## src/rtl/cr_alu_pkg.sv

```systemverilog
package cr_alu_pkg;

    typedef enum logic [3:0] {
        OP_AND = 4'h0, OP_EOR = 4'h1, OP_LSL = 4'h2, OP_LSR = 4'h3,
        OP_ASR = 4'h4, OP_ADC = 4'h5, OP_SBC = 4'h6, OP_ROR = 4'h7,
        OP_TST = 4'h8, OP_NEG = 4'h9, OP_CMP = 4'hA, OP_CMN = 4'hB,
        OP_ORR = 4'hC, OP_MUL = 4'hD, OP_BIC = 4'hE, OP_MVN = 4'hF
    } alu_op_e;

    typedef enum logic [1:0] {GRP_LOGIC, GRP_SHIFT, GRP_ARITH, GRP_MUL} alu_grp_e;

    typedef enum logic [1:0] {SH_LSL, SH_LSR, SH_ASR, SH_ROR} shift_kind_e;

    typedef enum logic [2:0] {AS_ADC, AS_CMN, AS_SBC, AS_CMP, AS_NEG} as_mode_e;

    typedef struct packed {
        logic n;
        logic z;
        logic c;
        logic v;
    } flags_t;

    typedef struct packed {
        alu_grp_e    grp;
        shift_kind_e sh;
        as_mode_e    as;
        logic        wr;
    } alu_ctrl_t;

    function automatic alu_ctrl_t decode_op(alu_op_e op);
        alu_ctrl_t c;
        c.grp = GRP_LOGIC;
        c.sh  = SH_LSL;
        c.as  = AS_ADC;
        c.wr  = 1'b1;
        case (op)
            OP_LSL: begin c.grp = GRP_SHIFT; c.sh = SH_LSL; end
            OP_LSR: begin c.grp = GRP_SHIFT; c.sh = SH_LSR; end
            OP_ASR: begin c.grp = GRP_SHIFT; c.sh = SH_ASR; end
            OP_ROR: begin c.grp = GRP_SHIFT; c.sh = SH_ROR; end
            OP_ADC: begin c.grp = GRP_ARITH; c.as = AS_ADC; end
            OP_SBC: begin c.grp = GRP_ARITH; c.as = AS_SBC; end
            OP_NEG: begin c.grp = GRP_ARITH; c.as = AS_NEG; end
            OP_CMP: begin c.grp = GRP_ARITH; c.as = AS_CMP; c.wr = 1'b0; end
            OP_CMN: begin c.grp = GRP_ARITH; c.as = AS_CMN; c.wr = 1'b0; end
            OP_TST: c.wr = 1'b0;
            OP_MUL: c.grp = GRP_MUL;
            default: ;
        endcase
        return c;
    endfunction

endpackage

```

## src/rtl/cr_logic_unit.sv

```systemverilog
module cr_logic_unit
    import cr_alu_pkg::*;
#(
    parameter int W = 32
) (
    input  alu_op_e        op,
    input  logic [W-1:0]   a,
    input  logic [W-1:0]   b,
    output logic [W-1:0]   res
);

    always_comb begin
        case (op)
            OP_EOR:  res = a ^ b;
            OP_ORR:  res = a | b;
            OP_BIC:  res = a & ~b;
            OP_MVN:  res = ~b;
            default: res = a & b;
        endcase
    end

endmodule

```

## src/rtl/cr_shift_unit.sv

```systemverilog
module cr_shift_unit
    import cr_alu_pkg::*;
#(
    parameter int W     = 32,
    parameter int AMT_W = 8
) (
    input  shift_kind_e      kind,
    input  logic [W-1:0]     val,
    input  logic [AMT_W-1:0] amt,
    input  logic             cin,
    output logic [W-1:0]     res,
    output logic             cout
);

    localparam int               IDX_W = $clog2(W);
    localparam logic [AMT_W-1:0] FULL  = AMT_W'(W);

    logic [W:0]       lsl_ext;
    logic [W:0]       lsr_ext;
    logic [W:0]       asr_ext;
    logic [AMT_W-1:0] asr_amt;
    logic [IDX_W-1:0] rot;
    logic [W-1:0]     ror_v;

    always_comb begin
        // carry rides in the extra bit of each widened shift
        lsl_ext = {1'b0, val} << amt;
        lsr_ext = {val, 1'b0} >> amt;
        asr_amt = (amt > FULL) ? FULL : amt;
        asr_ext = $signed({val, 1'b0}) >>> asr_amt;
        rot     = amt[IDX_W-1:0];
        ror_v   = (val >> rot) | (val << (W - int'(rot)));
        case (kind)
            SH_LSL:  begin res = lsl_ext[W-1:0]; cout = lsl_ext[W]; end
            SH_LSR:  begin res = lsr_ext[W:1];   cout = lsr_ext[0]; end
            SH_ASR:  begin res = asr_ext[W:1];   cout = asr_ext[0]; end
            default: begin res = ror_v;          cout = ror_v[W-1]; end
        endcase
        if (amt == '0) begin
            res  = val;
            cout = cin;
        end
    end

    always_comb begin
        if (kind == SH_LSL && amt > FULL)
            AST_LSL_BEYOND_ZERO: assert (res == '0 && !cout);
        if (kind == SH_ASR && amt >= FULL)
            AST_ASR_SIGN_FILL: assert (res == {W{val[W-1]}} && cout == val[W-1]);
    end

endmodule

```

## src/rtl/cr_addsub_unit.sv

```systemverilog
module cr_addsub_unit #(
    parameter int W = 32
) (
    input  logic [W-1:0] a,
    input  logic [W-1:0] b,
    input  logic         cin,
    output logic [W-1:0] sum,
    output logic         cout,
    output logic         ovf
);

    always_comb begin
        {cout, sum} = {1'b0, a} + {1'b0, b} + {{W{1'b0}}, cin};
        ovf = (a[W-1] == b[W-1]) && (sum[W-1] != a[W-1]);
    end

endmodule

```

## src/rtl/cr_mul_unit.sv

```systemverilog
module cr_mul_unit #(
    parameter int W = 32
) (
    input  logic [W-1:0] a,
    input  logic [W-1:0] b,
    output logic [W-1:0] lo
);

    always_comb lo = a * b;

endmodule

```

## src/rtl/cr_reg_alu.sv

```systemverilog
module cr_reg_alu
    import cr_alu_pkg::*;
#(
    parameter int WIDTH = 32,
    parameter int AMT_W = 8
) (
    input  logic [3:0]       op_i,
    input  logic [WIDTH-1:0] dst_i,
    input  logic [WIDTH-1:0] src_i,
    input  logic             cflag_i,
    input  logic             vflag_i,
    output logic [WIDTH-1:0] result_o,
    output logic             wr_en_o,
    output logic [3:0]       flags_o
);

    alu_op_e          op;
    alu_ctrl_t        ctrl;
    flags_t           nxt;
    logic [WIDTH-1:0] logic_res;
    logic [WIDTH-1:0] sh_res;
    logic             sh_c;
    logic [WIDTH-1:0] as_a;
    logic [WIDTH-1:0] as_b;
    logic             as_cin;
    logic [WIDTH-1:0] as_sum;
    logic             as_cout;
    logic             as_ovf;
    logic [WIDTH-1:0] mul_res;

    assign op   = alu_op_e'(op_i);
    assign ctrl = decode_op(op);

    cr_logic_unit #(.W(WIDTH)) u_logic (
        .op(op), .a(dst_i), .b(src_i), .res(logic_res)
    );

    cr_shift_unit #(.W(WIDTH), .AMT_W(AMT_W)) u_shift (
        .kind(ctrl.sh), .val(dst_i), .amt(src_i[AMT_W-1:0]), .cin(cflag_i),
        .res(sh_res), .cout(sh_c)
    );

    // subtraction is a + ~b + carry; the carry-in picks borrow or not
    always_comb begin
        as_a   = dst_i;
        as_b   = src_i;
        as_cin = cflag_i;
        case (ctrl.as)
            AS_CMN:  as_cin = 1'b0;
            AS_SBC:  as_b   = ~src_i;
            AS_CMP:  begin as_b = ~src_i; as_cin = 1'b1; end
            AS_NEG:  begin as_a = '0; as_b = ~src_i; as_cin = 1'b1; end
            default: ;
        endcase
    end

    cr_addsub_unit #(.W(WIDTH)) u_addsub (
        .a(as_a), .b(as_b), .cin(as_cin), .sum(as_sum), .cout(as_cout), .ovf(as_ovf)
    );

    cr_mul_unit #(.W(WIDTH)) u_mul (
        .a(dst_i), .b(src_i), .lo(mul_res)
    );

    always_comb begin
        nxt.c = cflag_i;
        nxt.v = vflag_i;
        case (ctrl.grp)
            GRP_SHIFT: begin result_o = sh_res; nxt.c = sh_c; end
            GRP_ARITH: begin result_o = as_sum; nxt.c = as_cout; nxt.v = as_ovf; end
            GRP_MUL:   result_o = mul_res;
            default:   result_o = logic_res;
        endcase
        nxt.n   = result_o[WIDTH-1];
        nxt.z   = (result_o == '0);
        flags_o = nxt;
        wr_en_o = ctrl.wr;
    end

    always_comb begin
        if (op_i == 4'h8 || op_i == 4'hA || op_i == 4'hB)
            AST_COMPARE_NO_WRITE: assert (!wr_en_o);
        AST_ZERO_FLAG_TRACKS: assert (flags_o[2] == (result_o == '0));
        if (op_i == 4'hD)
            AST_MUL_KEEPS_CV: assert (flags_o[1] == cflag_i && flags_o[0] == vflag_i);
        if (op_i == 4'h9)
            AST_NEG_CARRY_ZERO: assert (flags_o[1] == (src_i == '0));
        if (op_i == 4'h0 || op_i == 4'h1 || op_i == 4'hC || op_i == 4'hE || op_i == 4'hF)
            AST_LOGIC_KEEPS_CV: assert (flags_o[1] == cflag_i && flags_o[0] == vflag_i);
    end

endmodule

```

## config.mk

```make
export PLATFORM = sky130hd
export DESIGN_NAME = cr_reg_alu
export DESIGN_NICKNAME = d
export VERILOG_FILES = /design/src/rtl/cr_alu_pkg.sv /design/src/rtl/cr_logic_unit.sv /design/src/rtl/cr_shift_unit.sv /design/src/rtl/cr_addsub_unit.sv /design/src/rtl/cr_mul_unit.sv /design/src/rtl/cr_reg_alu.sv
export SDC_FILE = /design/constraint.sdc
export NUM_CORES = 2
export LEC_CHECK = 0
export BUFFER_PORTS_ARGS = -buffer_cell sky130_fd_sc_hd__buf_2
export CAP_MARGIN = 20
export CORE_UTILIZATION = 45
export DETAILED_ROUTE_END_ITERATION = 10
export PLACE_DENSITY = 0.64
export SLEW_MARGIN = 20
export SYNTH_ARGS = -nofsm -noshare
export SYNTH_HDL_FRONTEND = slang
export SYNTH_SLANG_ARGS = --single-unit
export TNS_END_PERCENT = 100
```

## constraint.sdc

```tcl
create_clock -name vclk -period 32
set_clock_uncertainty 0.15 [all_clocks]
set_input_delay 6.4 -clock vclk [all_inputs]
set_output_delay 6.4 -clock vclk [all_outputs]
set_load 0.05 [all_outputs]
```

==> impl_metrics.sql <==
INSERT INTO impl_metrics (metric_group, metric, value, unit) VALUES
('status', 'run_status', 'finished clean', ''),
('sta', 'period_needed', '23.15', 'ns'),
('sta', 'max_clock_freq', '0.0432', 'GHz'),
('critical_path', 'path_class', 'input pin to primary output', ''),
('sta', 'setup_repair_after_global_routing_missed_its_margin', 'false', ''),
('hold_path', 'worstHoldPathType', 'input pin to primary output', ''),
('die', 'placeableCoreArea', '0.0648', 'mm2'),
('layout', 'final_layout_size_suffix_gt1_frac', '0.0998', ''),
('sta', 'measured_slew_at_the_worst_slew_check_pin', '1.25', 'ns'),
('die', 'design.die.area', '0.0669', 'mm2'),
('routing', 'drt_pre_antenna_iters', '8', ''),
('yosys', 'synth-simple-area-share', '0.184', ''),
('die', 'num_io_pins', '107', ''),
('layout', 'layout_common_cells', 'sky130_fd_sc_hd__nor2_1, sky130_fd_sc_hd__nand2_1, sky130_fd_sc_hd__inv_1', ''),
('critical_path', 'startpoint_type', 'input pin', ''),
('routing', 'drt.antenna.violating_nets', '0', ''),
('layout', 'area_growth', '4.35', '%'),
('yosys', 'synth_warnings', '0', ''),
('critical_path', 'critical-path-top-cell-by-count', 'sky130_fd_sc_hd__fa_1', ''),
('yosys', 'synth_cell_type_count', '96', ''),
('die', 'count_of_standard_cell_rows', '93', ''),
('sta', 'slew_headroom', '0.161', ''),
('routing', 'total_via_count_after_detailed_routing', '33070', ''),
('sta', 'timing.setup.tns', '0', 'ns'),
('die', 'die_height', '259', 'um'),
('critical_path', 'critical_path.max_fanout', '18', ''),
('hold_path', 'hold_end', 'flags_o[0]', ''),
('routing', 'postRouteWirelength', '169000', 'um'),
('sta', 'finish_stage_setup_viols', '0', ''),
('die', 'initial_utilization', '0.457', ''),
('layout', 'final_common_cell', 'sky130_fd_sc_hd__nor2_1', ''),
('hold_path', 'origin_of_the_worst_min_delay_path', 'vflag_i', ''),
('critical_path', 'setup.worst_path.end_class', 'primary output', ''),
('yosys', 'post_synth_fa_ha_maj_area_fraction', '0.365', ''),
('critical_path', 'timing.critical_path.slowest_cell_delay', '0.90', 'ns'),
('routing', 'drt-vias-per-instance', '7.02', ''),
('yosys', 'yosysTopAreaCellShare', '0.277', ''),
('yosys', 'yosysSeqAreaShare', '0', ''),
('yosys', 'syn_nets', '4639', ''),
('yosys', 'synthXorXnorAreaFrac', '0.0502', ''),
('yosys', 'netlist.top_cell.by_area', 'sky130_fd_sc_hd__fa_1', ''),
('critical_path', 'critPathRequiredTime', '25.45', 'ns'),
('die', 'die_w', '259', 'um'),
('critical_path', 'critPathBufInv', '5', ''),
('critical_path', 'cp_top_family', 'adder cells', ''),
('critical_path', 'critical-path-slowest-cell', 'sky130_fd_sc_hd__clkinv_1', ''),
('layout', 'n_fill_cell', '6594', ''),
('layout', 'sequential_cell_area', '0', 'um2'),
('run', 'maximum_capacitance_violations', '0', ''),
('sta', 'timing.final.hold_violations', '0', ''),
('layout', 'layout.nets', '4538', ''),
('place', 'place.gp.congestion', '1.12', ''),
('yosys', 'synth_area', '0.0296', 'mm2'),
('routing', 'wl_per_cell', '35.8', 'um'),
('layout', 'layout.sequential_cells', '0', ''),
('yosys', 'synthesis.area_per_instance', '7.50', 'um2'),
('yosys', 'synthTopCellsByArea', 'sky130_fd_sc_hd__fa_1, sky130_fd_sc_hd__ha_1, sky130_fd_sc_hd__nor2_1', ''),
('grt', 'antenna_found_initial', '10', ''),
('layout', 'clock_buffers', '0', ''),
('critical_path', 'crit_arrival', '16.60', 'ns'),
('yosys', 'combinational_family_with_the_most_area_after_synthesis', 'adder cells', ''),
('clocking', 'ctsResizeCount', '0', ''),
('place', 'port_buffers', '107', ''),
('sta', 'timing_max_transition_violations_final', '0', ''),
('grt', 'vias_in_the_first_global_route', '31628', ''),
('grt', 'pin_count_of_the_biggest_net_entering_global_routing', '51', ''),
('hold_path', 'holdPathStages', '3', ''),
('routing', 'detail_route.drc_violations', '0', ''),
('clocking', 'holdBufCountCts', '0', ''),
('grt', 'grt.overflow.total', '0', ''),
('grt', 'grt_pass1_wl', '237000', 'um'),
('yosys', 'fraction_of_the_mapped_netlist_area_in_compound_gates', '0.215', ''),
('place', 'dp.final_hpwl', '128000', 'um'),
('sta', 'period_share', '0.723', ''),
('grt', 'grtUsageTotal', '0.498', ''),
('yosys', 'syn_inst', '3950', ''),
('yosys', 'post_synth_mux_area_share', '0.0801', ''),
('clocking', 'post-cts-setup-buffers', '0', ''),
('routing', 'drt_iter0_drc', '5203', '');
==> synthesized netlist by cell type (65+ instances only) <==
| cell type | number |
|---|---|
| sky130_fd_sc_hd__buf_1 | 70 |
| sky130_fd_sc_hd__clkbuf_1 | 217 |
| sky130_fd_sc_hd__fa_1 | 410 |
| sky130_fd_sc_hd__a21oi_1 | 194 |
| sky130_fd_sc_hd__nand3_1 | 66 |
| sky130_fd_sc_hd__xnor2_1 | 144 |
| sky130_fd_sc_hd__a211oi_1 | 65 |
| sky130_fd_sc_hd__inv_1 | 448 |
| sky130_fd_sc_hd__o22ai_1 | 71 |
| sky130_fd_sc_hd__nor2_1 | 515 |
| sky130_fd_sc_hd__ha_1 | 209 |
| sky130_fd_sc_hd__nand2_1 | 456 |
| sky130_fd_sc_hd__o21ai_0 | 189 |
==> worst max-delay path by stage <==
stage | start | to | slack (ns) | cells past startpoint
2_1_floorplan | src_i[2] | flags_o[2] | 9.87 | 33
3_3_place_gp | dst_i[7] | flags_o[2] | 9.54 | 30
3_5_place_dp | dst_i[7] | flags_o[2] | 9.41 | 28
4_1_cts | dst_i[7] | flags_o[2] | 9.40 | 28
5_1_grt | dst_i[7] | flags_o[2] | 8.95 | 30
6_report | dst_i[7] | flags_o[2] | 8.85 | 28
==> per-stage QoR <==
stage	instances	hold slack (ns)	worst slack [ns]	area, um2	utilization
final	4711	13.29	8.85	30900	0.477
after global routing	4702	13.26	8.95	30900	0.477
after CTS	4702	13.22	9.40	30900	0.477
after detailed placement	4702	13.21	9.41	30900	0.477
after global placement	4702	13.23	9.54	30900	0.477
after floorplan	3950	13.04	9.87	29600	-
==> kinds of logic after synthesis <==
group                    Yosys count
AO/OA/AOI/OAI                    943
XOR/XNOR                         170
buffers and inverters            802
multiplexers                     153
adder cells (fa/ha/maj)          619
AND/OR/NAND/NOR                 1263
==> layout make-up <==
class	instances	area [um2]	share of cell area
repair buffers	234	1500	0.0486
inverters	465	1750	0.0564
well taps	855	1070	0.0346
diodes	9	22.5	0.000728
multi-input cells	3148	26600	0.860
==> tightest hold or removal path: stages <==
cell	delay (ns)
sky130_fd_sc_hd__buf_2	0.11
sky130_fd_sc_hd__a22o_1	0.23
sky130_fd_sc_hd__buf_2	0.29
==> per-layer routing <==
metal  up-vias  share of wire  global-route usage
met5         -        0.00041                   0
met4        10          0.079               0.299
met3       686           0.15               0.194
met2      2858           0.40               0.699
met1     16212           0.37               0.641
li1      13304              -                   -
